$ cat config.mk
export PLATFORM = sky130hd
export DESIGN_NAME = cfg_chain_node
export DESIGN_NICKNAME = d
export VERILOG_FILES = /design/src/rtl/cfgc_pkg.sv /design/src/rtl/cfgc_hdr.sv /design/src/rtl/cfgc_own_store.sv /design/src/rtl/cfgc_fwd_out.sv /design/src/rtl/cfg_chain_node.sv
export SDC_FILE = /design/constraint.sdc
export NUM_CORES = 1
export LEC_CHECK = 0
export ABC_AREA = 1
export BUFFER_PORTS_ARGS = -buffer_cell sky130_fd_sc_hd__clkbuf_2
export CAP_MARGIN = 20
export CORE_MARGIN = 4
export CORE_UTILIZATION = 35
export CTS_CLUSTER_DIAMETER = 30
export DETAILED_ROUTE_END_ITERATION = 8
export SYNTH_ARGS = -nofsm -noshare
export SYNTH_HDL_FRONTEND = slang
export SYNTH_SLANG_ARGS = --single-unit
$ cat constraint.sdc
create_clock -name cclk -period 3.86 [get_ports cclk]
set_clock_uncertainty 0.15 [all_clocks]
set_input_delay 0.193 -clock cclk [delete_from_list [all_inputs] [get_ports cclk]]
set_output_delay 0.193 -clock cclk [all_outputs]
set_load 0.02 [all_outputs]
$ cat src/rtl/cfgc_pkg.sv
package cfgc_pkg;

    localparam int          HDR_PAT_W   = 8;
    localparam logic [7:0]  HDR_PAT     = 8'b1111_0010;
    localparam int          TOTAL_W_DEF = 24;

    typedef enum logic [2:0] {
        ST_SEEK = 3'd0,
        ST_LEN  = 3'd1,
        ST_OWN  = 3'd2,
        ST_PASS = 3'd3,
        ST_DONE = 3'd4
    } node_st_e;

    // Phases in which the sampled bit is handed to the next node.
    function automatic logic st_forwards(node_st_e s);
        return (s == ST_SEEK) || (s == ST_LEN) || (s == ST_PASS);
    endfunction

endpackage

$ cat src/rtl/cfgc_hdr.sv
module cfgc_hdr #(
    parameter int          PAT_W = 8,
    parameter logic [PAT_W-1:0] PAT = 8'b1111_0010,
    parameter int          LEN_W = 24
) (
    input  logic             clk,
    input  logic             rst,
    input  logic             seek_en,
    input  logic             len_en,
    input  logic             din,
    output logic             pat_hit,
    output logic             len_last,
    output logic [LEN_W-1:0] len_word
);
    localparam int IDX_W = $clog2(LEN_W);

    logic [PAT_W-2:0] pat_sh;
    logic [LEN_W-2:0] len_sh;
    logic [IDX_W-1:0] len_idx;

    assign len_word = {len_sh, din};
    assign pat_hit  = seek_en && ({pat_sh, din} == PAT);
    assign len_last = len_en && (len_idx == IDX_W'(LEN_W - 1));

    always_ff @(posedge clk) begin
        if (rst) begin
            pat_sh  <= '0;
            len_sh  <= '0;
            len_idx <= '0;
        end else begin
            if (seek_en) begin
                pat_sh <= {pat_sh[PAT_W-3:0], din};
            end
            if (len_en) begin
                len_sh  <= len_word[LEN_W-2:0];
                len_idx <= len_idx + 1'b1;
            end
        end
    end
endmodule

$ cat src/rtl/cfgc_own_store.sv
module cfgc_own_store #(
    parameter int OWN_BITS = 64
) (
    input  logic                clk,
    input  logic                rst,
    input  logic                cap_en,
    input  logic                din,
    output logic                own_last,
    output logic                valid,
    output logic [OWN_BITS-1:0] store
);
    localparam int IDX_W = (OWN_BITS > 1) ? $clog2(OWN_BITS) : 1;

    logic [IDX_W-1:0] idx;

    assign own_last = cap_en && (idx == IDX_W'(OWN_BITS - 1));

    always_ff @(posedge clk) begin
        if (rst) begin
            store <= '0;
            idx   <= '0;
            valid <= 1'b0;
        end else begin
            valid <= own_last;
            if (cap_en) begin
                store <= {store[OWN_BITS-2:0], din};
                idx   <= idx + 1'b1;
            end
        end
    end
endmodule

$ cat src/rtl/cfgc_fwd_out.sv
module cfgc_fwd_out (
    input  logic clk,
    input  logic rst,
    input  logic pass_en,
    input  logic din,
    output logic dout
);
    logic stage;

    // Rising edge: take the bit to forward, or an idle one.
    always_ff @(posedge clk) begin
        if (rst) begin
            stage <= 1'b1;
        end else begin
            stage <= pass_en ? din : 1'b1;
        end
    end

    // Falling edge: present it to the next node.
    always_ff @(negedge clk) begin
        if (rst) begin
            dout <= 1'b1;
        end else begin
            dout <= stage;
        end
    end
endmodule

$ cat src/rtl/cfg_chain_node.sv
module cfg_chain_node
    import cfgc_pkg::*;
#(
    parameter int OWN_BITS = 64,
    parameter int LEN_W    = cfgc_pkg::TOTAL_W_DEF,
    parameter int PAT_W    = cfgc_pkg::HDR_PAT_W
) (
    input  logic                cclk,
    input  logic                rst,
    input  logic                din,
    output logic                dout,
    output logic                own_done,
    output logic                chain_done,
    output logic                own_valid,
    output logic [OWN_BITS-1:0] own_data
);
    node_st_e         st;
    logic [LEN_W-1:0] total;
    logic [LEN_W-1:0] total_inc;
    logic [LEN_W-1:0] len_q;
    logic [LEN_W-1:0] len_word;
    logic             pat_hit;
    logic             len_last;
    logic             own_last;

    assign total_inc = total + 1'b1;

    cfgc_hdr #(
        .PAT_W (PAT_W),
        .PAT   (HDR_PAT),
        .LEN_W (LEN_W)
    ) u_hdr (
        .clk      (cclk),
        .rst      (rst),
        .seek_en  (st == ST_SEEK),
        .len_en   (st == ST_LEN),
        .din      (din),
        .pat_hit  (pat_hit),
        .len_last (len_last),
        .len_word (len_word)
    );

    cfgc_own_store #(
        .OWN_BITS (OWN_BITS)
    ) u_store (
        .clk      (cclk),
        .rst      (rst),
        .cap_en   (st == ST_OWN),
        .din      (din),
        .own_last (own_last),
        .valid    (own_valid),
        .store    (own_data)
    );

    cfgc_fwd_out u_out (
        .clk     (cclk),
        .rst     (rst),
        .pass_en (st_forwards(st)),
        .din     (din),
        .dout    (dout)
    );

    always_ff @(posedge cclk) begin
        if (rst) begin
            st         <= ST_SEEK;
            total      <= '0;
            len_q      <= '0;
            own_done   <= 1'b0;
            chain_done <= 1'b0;
        end else begin
            unique case (st)
                ST_SEEK: begin
                    if (pat_hit) begin
                        total <= LEN_W'(PAT_W);
                        st    <= ST_LEN;
                    end
                end
                ST_LEN: begin
                    total <= total_inc;
                    if (len_last) begin
                        len_q <= len_word;
                        if (len_word <= total_inc) begin
                            chain_done <= 1'b1;
                            st         <= ST_DONE;
                        end else begin
                            st <= ST_OWN;
                        end
                    end
                end
                ST_OWN: begin
                    total <= total_inc;
                    if (own_last) begin
                        own_done <= 1'b1;
                    end
                    if (total_inc >= len_q) begin
                        chain_done <= 1'b1;
                        st         <= ST_DONE;
                    end else if (own_last) begin
                        st <= ST_PASS;
                    end
                end
                ST_PASS: begin
                    total <= total_inc;
                    if (total_inc >= len_q) begin
                        chain_done <= 1'b1;
                        st         <= ST_DONE;
                    end
                end
                ST_DONE: begin
                    st <= ST_DONE;
                end
                default: st <= ST_SEEK;
            endcase
        end
    end
endmodule

### Yosys cells after proc, flatten, opt, wreduce, memory -nomap -nowiden

Cells that the tools add are included.

| operators by class | value |
|---|---|
| $add $sub $neg | 3 |
| $lt $le $gt $ge | 2 |
| equal/unequal tests | 13 |
| multiplexer cells | 13 |
| bitwise logic cells | 1 |
| reductions and logical operators | 16 |

Operators with widths:

| operator | count |
|---|---|
| 24-bit case mux with 2 select lines | 1 |
| 24-bit by 1-bit adder with 24-bit output (second input constant) | 1 |
| 24-bit greater-or-equal comparator | 1 |
| 24-bit less-or-equal comparator | 1 |
| 24-bit 2-to-1 mux | 1 |
| 3-bit 2-to-1 mux | 6 |
| 3-bit case mux with 5 select lines | 1 |
| 8-bit equality test (second input constant) | 1 |
| 4-bit AND reduction | 2 |
| 6-bit by 1-bit adder with 6-bit output (second input constant) | 1 |
| 3-bit by 2-bit equality test with 1-bit output (second input constant) | 2 |
| 6-bit equality test (second input constant) | 1 |
| 2-bit != test (second input constant) | 3 |
| 2-bit AND reduction | 3 |
| 5-bit by 1-bit adder with 5-bit output (second input constant) | 1 |
| 5-bit equality test (second input constant) | 1 |
| 2-bit by 1-bit != test with 1-bit output (second input constant) | 2 |
| 2-bit nonzero test | 2 |
| 2-bit OR reduction | 2 |
| 3-bit by 1-bit equality test with 1-bit output (second input constant) | 1 |
| 3-bit equality test (second input constant) | 1 |
| 1-bit logical AND | 3 |
| 3-bit logical NOT | 1 |
| 1-bit 2-to-1 mux | 3 |
| 5 further kinds | 6 |

| storage, ports and cells | value |
|---|---|
| register bits | 161 |
| bits of input ports | 3 |
| output and inout bits | 68 |
| word-level logic and storage cells | 61 |

### Logic depth before layout (Yosys ltp)

Gate-level depths: netlist of the first run.

| logic depth | value |
|---|---|
| word-level depth | 5 |
| mapped depth | 28 |

### Modules after synthesis

Synthesis of the first run repeated with hierarchy kept, for this count alone.

| second synthesis, totals | value |
|---|---|
| cells, all modules | 1051 |
| area total of the unflattened synthesis | 7692.4 um^2 |

Modules (own cells, without submodules):

| module | instances | cells an instance | area an instance (um^2) | seq. area each (um^2) |
|---|---|---|---|---|
| cfg_chain_node | 1 | 558 | 3768.6 | 1061.0 |
| cfgc_own_store | 1 | 320 | 2562.5 | 1421.4 |
| cfgc_hdr | 1 | 166 | 1298.7 | 700.7 |
| cfgc_fwd_out | 1 | 7 | 62.6 | 40.0 |

==> results by group, run 1 <==
Status
  • Status: finished clean

STA
  • Worst-Margin Slew: 0.973 ns
  • Max Clk Rate: roughly 0.29 GHz
  • Post-route minimum period: ~3.5 ns
  • TNS Setup: 0 ns
  • Rel. slew slack: 0.351
  • Slew Limit Fails: 0
  • Tcrit/Tclk final: 0.905
  • Final setup viols: 0
  • RSZ-0062 raised after global routing: no
  • Final hold violations: 0

Final layout
  • Final non-filler cell total: roughly 1400
  • Filler cells: between 2000 and 2500
  • Share of layout cells above drive strength 1: 0.139
  • Area of the multi-input gates: 3720 um^2
  • FF/Latch Area: about 3200 um^2
  • Design Area, Final: slightly below 9000 um^2
  • Area grow syn2layout: 16.1%
  • N_diodes: 0
  • # nets final: approximately 1100

Clocking
  • CTS clk-pin slew, worst paths: 0.07 ns
  • Hold buffers post-CTS: 1
  • Clock sink count: ~160
  • Cells resized by post-CTS repair: 0
  • Worst-skew pair later-pin latency: about 0.43 ns
  • Htree depth: 4
  • Root buf cell: clkbuf_16
  • Clock buffer depth: 2
  • CTS tree: built
  • Num CTS Buffers: 17
  • Post CTS Setup Buffer Count: 0

Floorplanning
  • Die Wd: 154 um
  • Die height: ~150 um
  • Row count: between 50 and 60
  • I/O pin count: just over 70
  • Die area: approximately 24000 um^2
  • Core Box Area: 21100 um^2
  • Initial Util: 0.356

Place
  • Post-Place Cells: between 1000 and 1500
  • Input/output buffers: 70
  • DP HPWL: 11700 um
  • Post-DP Area: 8110 um^2
  • GPL Wtd Cong: between 0.8 and 0.9

Routing
  • Final ANT Viol Nets: 0
  • Routed WL per cell: 12.8 um
  • DRT iter0 DRCs: roughly 340
  • First-pass detailed-route iteration total: 4
  • DRT Wirelength: about 17000 um
  • # DRC: 0
  • Vias: approximately 6400
  • Vias per cell: around 4.7

Flow run
  • Number of max-cap violations: 0

Synth
  • Syn_nets: 1072
  • Primary FF master, synth: dfxtp_1
  • Synth Warn #: 0
  • Async set or reset register ratio after synthesis: 0
  • Mapped Area: 7510 um^2
  • Syn Area/Cell: between 7 and 8 um^2
  • EDFF count, synth: 0
  • Mapped Cells: a little over 1000
  • Yosys reg bits: between 150 and 200
  • Synth cell types: 39
  • Register area share after synthesis: 0.429

Pwr
  • Clock network fraction of design power: 0.445
  • Pleak: just over 4 nW
  • Power per cell area: between 400 and 500 nW/um^2
  • Net Sw Frac: 0.287
  • Psw: approximately 1.1 mW
  • Comb pwr share: 0.109
  • Share of power burned in registers: 0.446
  • Worst vdd ir: 0.290 mV
  • Cell-internal power: between 2 and 3 mW

Critical path
  • Worst Path Max Fanout: 4
  • Worst Path Required: just over 4 ns
  • Crit Path Category: reg -> reg
  • Worst EP arrival: approximately 3.7 ns
  • Slowest stage cell on the critical path: dfxtp_1
  • Crit start category: register
  • CP peak stage delay: 0.40 ns
  • Setup crit end kind: register

Hold path
  • Worst Hold Class: in -> reg

GRT
  • Vias in the first global route: ~6100
  • Initial antenna violation count: 0
  • First-pass GRT wire length: roughly 30000 um
  • Grt total ovfl: 0
  • Total GRT Usage: 0.150
  • Largest net degree at the start of global routing: 73
==> Yosys cell counts (2+ instances only) <==
cell	n	area (um^2)
o21ai_0	109	546
nor3_1	11	55.1
xor2_1	8	70.1
o21a_1	3	22.5
clkbuf_1	40	150
a211oi_1	2	15.0
nand4_1	17	106
a21oi_1	104	521
nand2_2	7	43.8
ha_1	47	588
o21bai_1	5	37.5
nor2_1	162	608
nand2_1	165	619
inv_1	101	379
buf_1	4	15.0
xnor2_1	2	17.5
nor2_2	8	50.1
nand3b_1	2	15.0
nor2_4	5	56.3
a21o_1	3	22.5
nand3_1	27	135
dfxtp_1	161	3220
or2_2	3	18.8
inv_2	7	26.3
nand3_2	5	50.1
==> critical path: cells and delay by family, from the launching register on <==
family	cells	cell delay, ns
and+or+nand+nor	19	2.04
DFF	1	0.40
xor gates and xnor gates	1	0.23
buffers and inverters	5	0.30
adders and majority gates	1	0.29
==> power groups by stage <==
stage               combinational [mW]  sequential (mW)  clock [mW]
global route                     0.487             1.74        1.86
floorplan                        0.304             1.77     0.00324
CTS                              0.433             1.74        1.77
global placement                 0.427             1.77     0.00324
finish                           0.425             1.74        1.73
detailed placement               0.431             1.77     0.00324
==> metrics by stage <==
stage / util / worst slack, ns / total power [mW] / hold WS, ns
finish: 0.414 / 0.366 / 3.89 / 0.240
global route: 0.414 / 0.000380 / 4.09 / 0.249
CTS: 0.414 / 0.353 / 3.94 / 0.224
detailed placement: 0.384 / 0.375 / 2.21 / 0.291
global placement: 0.384 / 0.478 / 2.21 / 0.290
floorplan: - / 0.727 / 2.08 / 0.188
==> layout make-up <==
| type | instances | area share |
|---|---|---|
| tap | 275 | 0.0395 |
| multi-input combinational | 708 | 0.426 |
| clock inverter | 15 | 0.0195 |
| timing repair buffer | 78 | 0.0488 |
| sequential | 161 | 0.370 |
| clock buffer | 18 | 0.0504 |
| inverter | 107 | 0.0461 |
==> metal layers <==
layer / wire length [um] / vias up / share of wire / global-route usage
met4: 141 / 0 / 0.0081 / 0.0412
met1: 8430 / 2894 / 0.48 / 0.197
li1: - / 3423 / - / -
met2: 7710 / 105 / 0.44 / 0.234
met5: 0 / - / 0 / 0
met3: 1090 / 10 / 0.063 / 0.0554
==> final timing paths <==
| check | depth (start not counted) | slack [ns] | to | from |
|---|---|---|---|---|
| setup / recovery | 26 | 0.37 | st[0] | total[0] |
| hold / removal | 3 | 0.24 | st[2] | rst |
| setup reg to reg | 26 | 0.37 | st[0] | total[0] |
| hold reg to reg | 2 | 0.30 | own_done | own_done |
==> logic make-up after synthesis <==
logic type / count (synthesis) / synth area share
AOI/OAI and AO/OA: 235 / 0.166
buffers and inverters: 153 / 0.0766
xor gates and xnor gates: 10 / 0.0117
adders and majority gates: 47 / 0.0783
and+or+nand+nor: 416 / 0.239
DFF: 161 / 0.429
==> cell usage in the layout (no fill, tap or decap), types with 4 or more instances in the layout <==
| cell type | netlist | final |
|---|---|---|
| inv_1 | 101 | 99 |
| inv_8 | 0 | 4 |
| o21bai_1 | 5 | 5 |
| xor2_1 | 8 | 8 |
| a21oi_1 | 104 | 104 |
| inv_6 | 0 | 5 |
| ha_1 | 47 | 47 |
| dfxtp_1 | 161 | 161 |
| o21ai_0 | 109 | 109 |
| nand4_1 | 17 | 17 |
| buf_4 | 0 | 6 |
| nor2_4 | 5 | 6 |
| nand3_2 | 5 | 5 |
| clkbuf_16 | 0 | 17 |
| nor3_1 | 11 | 11 |
| nor2_1 | 162 | 162 |
| nand3_1 | 27 | 27 |
| nand2_2 | 7 | 7 |
| nand2_1 | 165 | 165 |
| clkbuf_2 | 0 | 70 |
| inv_2 | 7 | 9 |
| nor2_2 | 8 | 7 |
==> state kept, by name (all words and copies together) (netlist names) <==
| signal | cells |
|---|---|
| u_store.valid | 1 |
| u_out.dout | 1 |
| u_store.store | 64 |
| u_out.stage | 1 |
| own_done | 1 |
| u_hdr.len_idx | 5 |
| u_store.idx | 6 |
| st | 3 |
| u_hdr.len_sh | 23 |
| chain_done | 1 |
| total | 24 |
| u_hdr.pat_sh | 7 |
| len_q | 24 |
No activity file was read; power rests on OpenSTA's default activity.
==> run 2, diff against run 1 <==
--- a/config.mk
+++ b/config.mk
@@ -9,9 +9,10 @@
 export BUFFER_PORTS_ARGS = -buffer_cell sky130_fd_sc_hd__clkbuf_2
 export CAP_MARGIN = 20
 export CORE_MARGIN = 4
-export CORE_UTILIZATION = 35
+export CORE_UTILIZATION = 50
 export CTS_CLUSTER_DIAMETER = 30
 export DETAILED_ROUTE_END_ITERATION = 8
+export PLACE_DENSITY = 0.69
 export SYNTH_ARGS = -nofsm -noshare
 export SYNTH_HDL_FRONTEND = slang
 export SYNTH_SLANG_ARGS = --single-unit
==> run 2 against run 1 <==
- maximum frequency increased by 1.0%
- cell area shrank 1.7%
- register-to-register slack gained 0.03 ns
- flip-flop and latch count unchanged
- routed wire length decreased by 4.0%
- worst hold slack got worse by 0.012 ns
- non-clock buffer count unchanged
- largest power group unchanged
==> results by group, run 2 (same netlist as run 1, synthesis figures left out) <==
Status
  • Status: finished clean (unchanged)

Routing
  • Vias: 6499 (was 6432)
  • Final ANT Viol Nets: 0 (unchanged)
  • First-pass detailed-route iteration total: 5 (was 4)
  • DRT iter0 DRCs: 411 (was 337)
  • # DRC: 0 (unchanged)
  • Routed WL per cell: 13.1 um (was 12.8 um)
  • Vias per cell: 5.11 (was 4.72)
  • DRT Wirelength: 16700 um (was 17400 um)

Pwr
  • Net Sw Frac: 0.284 (was 0.287)
  • Clock network fraction of design power: 0.434 (was 0.445)
  • Power per cell area: 446 nW/um^2 (was 447 nW/um^2)
  • Share of power burned in registers: 0.455 (was 0.446)
  • Cell-internal power: 2.74 mW (was 2.78 mW)
  • Psw: 1.09 mW (was 1.12 mW)
  • Worst vdd ir: 0.306 mV (was 0.290 mV)
  • Pleak: 4.02 nW (was 4.04 nW)
  • Comb pwr share: 0.111 (was 0.109)

STA
  • Slew Limit Fails: 0 (unchanged)
  • Rel. slew slack: 0.443 (was 0.351)
  • Worst-Margin Slew: 0.835 ns (was 0.973 ns)
  • Max Clk Rate: 0.289 GHz (was 0.286 GHz)
  • Final hold violations: 0 (unchanged)
  • Post-route minimum period: 3.46 ns (was 3.49 ns)
  • TNS Setup: 0 ns (unchanged)
  • Tcrit/Tclk final: 0.896 (was 0.905)
  • RSZ-0062 raised after global routing: no (unchanged)
  • Final setup viols: 0 (unchanged)

Final layout
  • Filler cells: 1402 (was 2216)
  • Most frequent cells in the layout: nand2_1 (165), nor2_1 (162), dfxtp_1 (161) (unchanged)
  • Regs by FF count: u_store.store x64, len_q x24, total x24 (unchanged)
  • Largest register FFs: 64 (unchanged)
  • Share of layout cells above drive strength 1: 0.139 (unchanged)
  • # nets final: 1124 (unchanged)
  • FF/Latch Area: 3220 um^2 (unchanged)
  • N_diodes: 0 (unchanged)
  • Most common cell after layout, fill and taps aside: nand2_1 (unchanged)
  • Top reg by flops: u_store.store (unchanged)
  • Area of the multi-input gates: 3720 um^2 (about the same)
  • Area grow syn2layout: 14.2% (was 16.1%)
  • Post-layout util: 0.586 (was 0.414)

GRT
  • Initial antenna violation count: 0 (unchanged)
  • Vias in the first global route: 6218 (was 6059)
  • Total GRT Usage: 0.208 (was 0.150)
  • First-pass GRT wire length: 28700 um (was 29800 um)
  • Largest net degree at the start of global routing: 80 (was 73)
  • Grt total ovfl: 0 (unchanged)

Clocking
  • Worst-skew pair later-pin latency: 0.43 ns (about the same)
  • Num CTS Buffers: 17 (unchanged)
  • CTS clk-pin slew, worst paths: 0.07 ns (about the same)
  • Clock sink count: 161 (unchanged)
  • CTS tree: built (unchanged)
  • Clock buffer depth: 2 (unchanged)
  • Root buf cell: clkbuf_16 (unchanged)
  • Post CTS Setup Buffer Count: 0 (unchanged)
  • Htree depth: 4 (unchanged)

Floorplanning
  • Row count: 44 (was 53)
  • Die area: 17000 um^2 (was 23900 um^2)
  • Die height: 131 um (was 154 um)
  • Core Box Area: 14600 um^2 (was 21100 um^2)
  • I/O pin count: 71 (unchanged)
  • Die Wd: 131 um (was 154 um)
  • Initial Util: 0.513 (was 0.356)

Place
  • DP HPWL: 11000 um (was 11700 um)
  • Input/output buffers: 70 (unchanged)
  • GPL Wtd Cong: 0.819 (was 0.863)

Critical path
  • Crit start category: register (unchanged)
  • Worst Path Required: 4.03 ns (about the same)
  • Crit Path Category: reg -> reg (unchanged)
  • Setup crit end kind: register (unchanged)
  • Worst EP arrival: 3.63 ns (was 3.67 ns)
  • Worst Path Max Fanout: 5 (was 4)

Hold path
  • Worst Hold Class: in -> reg (unchanged)

Flow run
  • Number of max-cap violations: 0 (unchanged)
run 2: cell count changes in the layout (fill, tap and decap cells not counted), sizes merged:
cell	delta
inv	-3
clkbuf	-1
clkinv	+4
run 2: worst max-delay path: stages (launching register included):
cell and delay (ns):
dfxtp_1 0.37, nand3_1 0.12, nor2_1 0.13, inv_2 0.06
nor2_2 0.12, inv_2 0.07, nor2_4 0.12, nand2_2 0.11
nor2_4 0.14, nand3_2 0.11, inv_2 0.08, nand4_1 0.12
xor2_2 0.19, inv_2 0.06, ha_1 0.28, nand2_1 0.09
inv_1 0.04, nand3_1 0.08, nand3b_1 0.13, nor2_2 0.05
nand2_2 0.05, nand2_2 0.06, nor2_4 0.14, nand4_1 0.15
and2_4 0.23, nor2_2 0.09, nor2_2 0.03
run 2: cell type report:
cell class	count	area share
clock inverter	16	0.0181
clock buffer	17	0.0496
tap	184	0.0268
inverter	107	0.0470
timing repair buffer	78	0.0482
sequential	161	0.376
multi-input combinational	708	0.434
run 2: repair_timing:
| action | 4_1_cts | 5_1_grt |
|---|---|---|
| setup endpoints to repair | 0 | 2 |
| resized for setup | 0 | 2 |
| hold buffers | 1 | 0 |
| endpoints found under the hold margin | 4 | 0 |
run 2: worst paths after layout:
kind	startpoint	to	slack (ns)	depth (start not counted)
max	total[2]	st[0]	0.40	26
min	rst	own_done	0.23	3
max reg2reg	total[2]	st[0]	0.40	26
min reg2reg	own_done	own_done	0.30	2
run 2: per-stage QoR:
stage | cell area, um^2 | hold WS (ns) | setup slack (ns) | power (mW) | instances
final | 8570 | 0.229 | 0.401 | 3.83 | 1271
after global routing | 8570 | 0.261 | 0.0169 | 4.00 | 1271
after CTS | 8570 | 0.221 | 0.358 | 3.86 | 1271
after detailed placement | 7980 | 0.294 | 0.383 | 2.20 | 1238
after global placement | 7980 | 0.292 | 0.492 | 2.20 | 1238
after floorplan | 7510 | 0.188 | 0.727 | 2.08 | 1022
run 2: routing by layer:
| layer | part of all wire | track usage | vias to the layer above | wire (um) |
|---|---|---|---|---|
| met5 | 0 | 0 | - | 0 |
| met1 | 0.47 | 0.267 | 2927 | 7920 |
| met4 | 0.013 | 0.0665 | 0 | 221 |
| li1 | - | - | 3441 | - |
| met3 | 0.054 | 0.0598 | 19 | 893 |
| met2 | 0.46 | 0.339 | 112 | 7650 |
run 2: power groups by stage:
stage               registers [mW]  clock network (mW)  logic [mW]
global route                  1.74                1.77       0.485
floorplan                     1.77             0.00324       0.304
finish                        1.74                1.66       0.426
detailed placement            1.78             0.00324       0.422
global placement              1.77             0.00324       0.419
CTS                           1.74                1.70       0.426
==> run 3, diff against run 2 <==
--- a/config.mk
+++ b/config.mk
@@ -6,7 +6,7 @@
 export NUM_CORES = 1
 export LEC_CHECK = 0
 export ABC_AREA = 1
-export BUFFER_PORTS_ARGS = -buffer_cell sky130_fd_sc_hd__clkbuf_2
+export BUFFER_PORTS_ARGS = -buffer_cell sky130_fd_sc_hd__buf_2
 export CAP_MARGIN = 20
 export CORE_MARGIN = 4
 export CORE_UTILIZATION = 50
@@ -15,4 +15,5 @@
 export PLACE_DENSITY = 0.69
 export SYNTH_ARGS = -nofsm -noshare
 export SYNTH_HDL_FRONTEND = slang
+export SYNTH_HIERARCHICAL = 1
 export SYNTH_SLANG_ARGS = --single-unit
==> constraint.sdc (replaced) <==
create_clock -name cclk -period 3.86 [get_ports cclk]
set_clock_uncertainty 0.15 [all_clocks]
set_input_delay 0.772 -clock cclk [delete_from_list [all_inputs] [get_ports cclk]]
set_output_delay 0.772 -clock cclk [all_outputs]
set_load 0.02 [all_outputs]
==> run 3 against run 2 <==
- worst hold slack improved by 0.083 ns
- sequential share of layout area decreased by 0.39 points
- via count increased by 1.7%
- synthesized cell count increased by 2.8%
- flip-flop and latch count unchanged
- global-route usage decreased by 1.1 points
- area after synthesis increased by 2.4%
- core utilization decreased by 1.4 points
- first-iteration DRC count increased by 0.49%
- register-to-register slack about the same
- largest power group unchanged
==> results by group, run 3 <==
Place
  • Post-DP Area: 8070 um^2 (was 7980 um^2)
  • DP HPWL: 11600 um (was 11000 um)
  • Post-Place Cells: 1272 (was 1238)
  • Input/output buffers: 70 (unchanged)
  • GPL Wtd Cong: 0.925 (was 0.819)
  • Pre-CTS WS: 0.422 ns (was 0.383 ns)

Floorplanning
  • Initial Util: 0.508 (was 0.513)
  • Die height: 132 um (was 131 um)
  • Core Box Area: 15100 um^2 (was 14600 um^2)
  • Die area: 17400 um^2 (was 17000 um^2)
  • Die Wd: 132 um (was 131 um)
  • I/O pin count: 71 (unchanged)
  • Row count: 45 (was 44)

Synth
  • Async set or reset register ratio after synthesis: 0 (unchanged)
  • Syn_nets: 1101 (was 1072)
  • Mapped Area: 7690 um^2 (was 7510 um^2)
  • Synth cell types: 41 (was 39)
  • Synth top area cells: dfxtp_1 (42%), nor2_1 (12%), o21ai_0 (7.8%), ha_1 (7.6%), nand2_1 (6.8%) (was dfxtp_1 (43%), nand2_1 (8.2%), nor2_1 (8.1%), ha_1 (7.8%), o21ai_0 (7.3%))
  • Synth area leader: dfxtp_1 (unchanged)
  • EDFF count, synth: 0 (unchanged)
  • Area share of the largest cell type after synthesis: 0.419 (was 0.429)
  • Synth cell count leaders: nor2_1 (237), dfxtp_1 (161), nand2_1 (140) (was nand2_1 (165), nor2_1 (162), dfxtp_1 (161))
  • Syn Area/Cell: 7.32 um^2 (was 7.35 um^2)
  • Register area share after synthesis: 0.419 (was 0.429)
  • Synth Warn #: 6 (was 0)
  • Count leader, synth: nor2_1 (was nand2_1)
  • Yosys reg bits: 161 (unchanged)
  • Primary FF master, synth: dfxtp_1 (unchanged)
  • Mapped Cells: 1051 (was 1022)

Flow run
  • Number of max-cap violations: 0 (unchanged)

Clocking
  • CTS tree: built (unchanged)
  • Clock sink count: 161 (unchanged)
  • Worst-skew pair later-pin latency: 0.43 ns (about the same)
  • Root buf cell: clkbuf_16 (unchanged)
  • Num CTS Buffers: 17 (unchanged)
  • Clock buffer depth: 2 (unchanged)
  • Post CTS Setup Buffer Count: 0 (unchanged)
  • Hold buffers post-CTS: 0 (was 1)
  • CTS clk-pin slew, worst paths: 0.06 ns (was 0.07 ns)
  • Htree depth: 4 (unchanged)
  • Cells resized by post-CTS repair: 0 (unchanged)

GRT
  • Largest net degree at the start of global routing: 70 (was 80)
  • Total GRT Usage: 0.197 (was 0.208)
  • Grt total ovfl: 0 (unchanged)
  • Vias in the first global route: 6126 (was 6218)
  • First-pass GRT wire length: 28800 um (was 28700 um)
  • Initial antenna violation count: 0 (unchanged)

Critical path
  • Crit Path Category: reg -> out (was reg -> reg)
  • Worst EP arrival: 2.82 ns (was 3.63 ns)
  • CP cell instances: buf_2
  • Worst Path Max Fanout: 1 (was 5)
  • Setup crit end kind: output pin (was register)
  • Crit start category: register (unchanged)
  • Critical path's top delay family: flip-flops (was simple AND/OR/NAND/NOR gates)
  • Slowest stage cell on the critical path: dfxtp_1 (unchanged)
  • Crit path buf inv count: 1 (was 5)
  • Worst Path Required: 2.94 ns (was 4.03 ns)
  • CP peak stage delay: 0.29 ns (was 0.37 ns)

Routing
  • DRT iter0 DRCs: 413 (was 411)
  • First-pass detailed-route iteration total: 4 (was 5)
  • # DRC: 0 (unchanged)
  • Routed WL per cell: 12.9 um (was 13.1 um)
  • Vias: 6608 (was 6499)
  • Vias per cell: 5.07 (was 5.11)
  • DRT Wirelength: 16900 um (was 16700 um)
  • Final ANT Viol Nets: 0 (unchanged)

STA
  • Final setup viols: 0 (unchanged)
  • Rel. slew slack: 0.328 (was 0.443)
  • Slew Limit Fails: 0 (unchanged)
  • Final hold violations: 0 (unchanged)
  • Worst setup margin: 0.117 ns (was 0.401 ns)
  • RSZ-0062 raised after global routing: no (unchanged)
  • Worst-Margin Slew: 1.01 ns (was 0.835 ns)
  • TNS Setup: 0 ns (unchanged)
  • Fin Hold WS: 0.311 ns (was 0.229 ns)

Final layout
  • # nets final: 1153 (was 1124)
  • Most frequent cells in the layout: nor2_1 (237), dfxtp_1 (161), nand2_1 (140) (was nand2_1 (165), nor2_1 (162), dfxtp_1 (161))
  • Filler cells: 1492 (was 1402)
  • Share of layout cells above drive strength 1: 0.139 (about the same)
  • Post-layout util: 0.572 (was 0.586)
  • N_diodes: 0 (unchanged)
  • Final non-filler cell total: 1304 (was 1271)
  • FF/Latch Area: 3220 um^2 (unchanged)
  • Top reg by flops: u_store/store (was u_store.store)
  • Design Area, Final: 8660 um^2 (was 8570 um^2)
  • Area of the multi-input gates: 3810 um^2 (was 3720 um^2)
  • Most common cell after layout, fill and taps aside: nor2_1 (was nand2_1)
  • Largest register FFs: 64 (unchanged)
  • Regs by FF count: u_store/store x64, len_q x24, total x24 (was u_store.store x64, len_q x24, total x24)
  • Area grow syn2layout: 12.6% (was 14.2%)

Pwr
  • Pleak: 4.35 nW (was 4.02 nW)
  • Design Power: 3.36 mW (was 3.83 mW)
  • Power per cell area: 388 nW/um^2 (was 446 nW/um^2)
  • Worst vdd ir: 0.305 mV (was 0.306 mV)

Hold path
  • Worst Hold Class: reg -> reg (was in -> reg)

Status
  • Status: finished clean (unchanged)
==> run 3: changes by cell type in the layout (fill, tap and decap cells not counted), moves of 9 or more <==
cell | previous run | this run
o21ai_1 | 2 | 11
clkbuf_2 | 70 | 0
nor2_1 | 162 | 237
o21ai_0 | 108 | 120
a21oi_1 | 104 | 71
buf_2 | 0 | 70
nand2_1 | 165 | 140
==> run 3: final cells by class <==
class / instances / area share
well taps: 188 / 0.0272
inverters: 105 / 0.0458
clock buffers: 17 / 0.0491
flip-flops and latches: 161 / 0.372
multi-input cells: 740 / 0.440
repair buffers: 77 / 0.0465
clock inverters: 16 / 0.0194
==> run 3: per-layer routing <==
layer	track usage	up-vias	wire, um
li1	-	3489	-
met4	0.0677	0	266
met5	0	-	0
met2	0.322	116	7860
met3	0.0565	22	955
met1	0.251	2981	7790
==> run 3: cell families after synthesis <==
family	after synthesis	share of synthesized area
DFF	161	0.419
and+or+nand+nor	468	0.263
xor gates and xnor gates	8	0.00911
AOI/OAI and AO/OA	217	0.147
adders and majority gates	47	0.0764
buffers and inverters	150	0.0854
==> run 3: worst min-delay path, stage by stage (launching register included) <==
cell,delay [ns]
dfxtp_1,0.30
inv_1,0.06
a21oi_1,0.06
==> run 3: path summary, 6_finish.rpt <==
kind              end  slack (ns)  depth (start not counted)       start
max              dout        0.12                          1  u_out/dout
min          len_q[6]        0.31                          2    len_q[6]
max reg2reg     st[1]        0.41                         21    total[0]
min reg2reg  len_q[6]        0.31                          2    len_q[6]
==> run 3: power breakdown <==
part | total [mW] | switching (mW) | internal, mW
clock | 1.65 | 0.782 | 0.871
sequential | 1.66 | 0.00113 | 1.66
combinational | 0.0471 | 0.0357 | 0.0114
total | 3.36 | 0.818 | 2.55
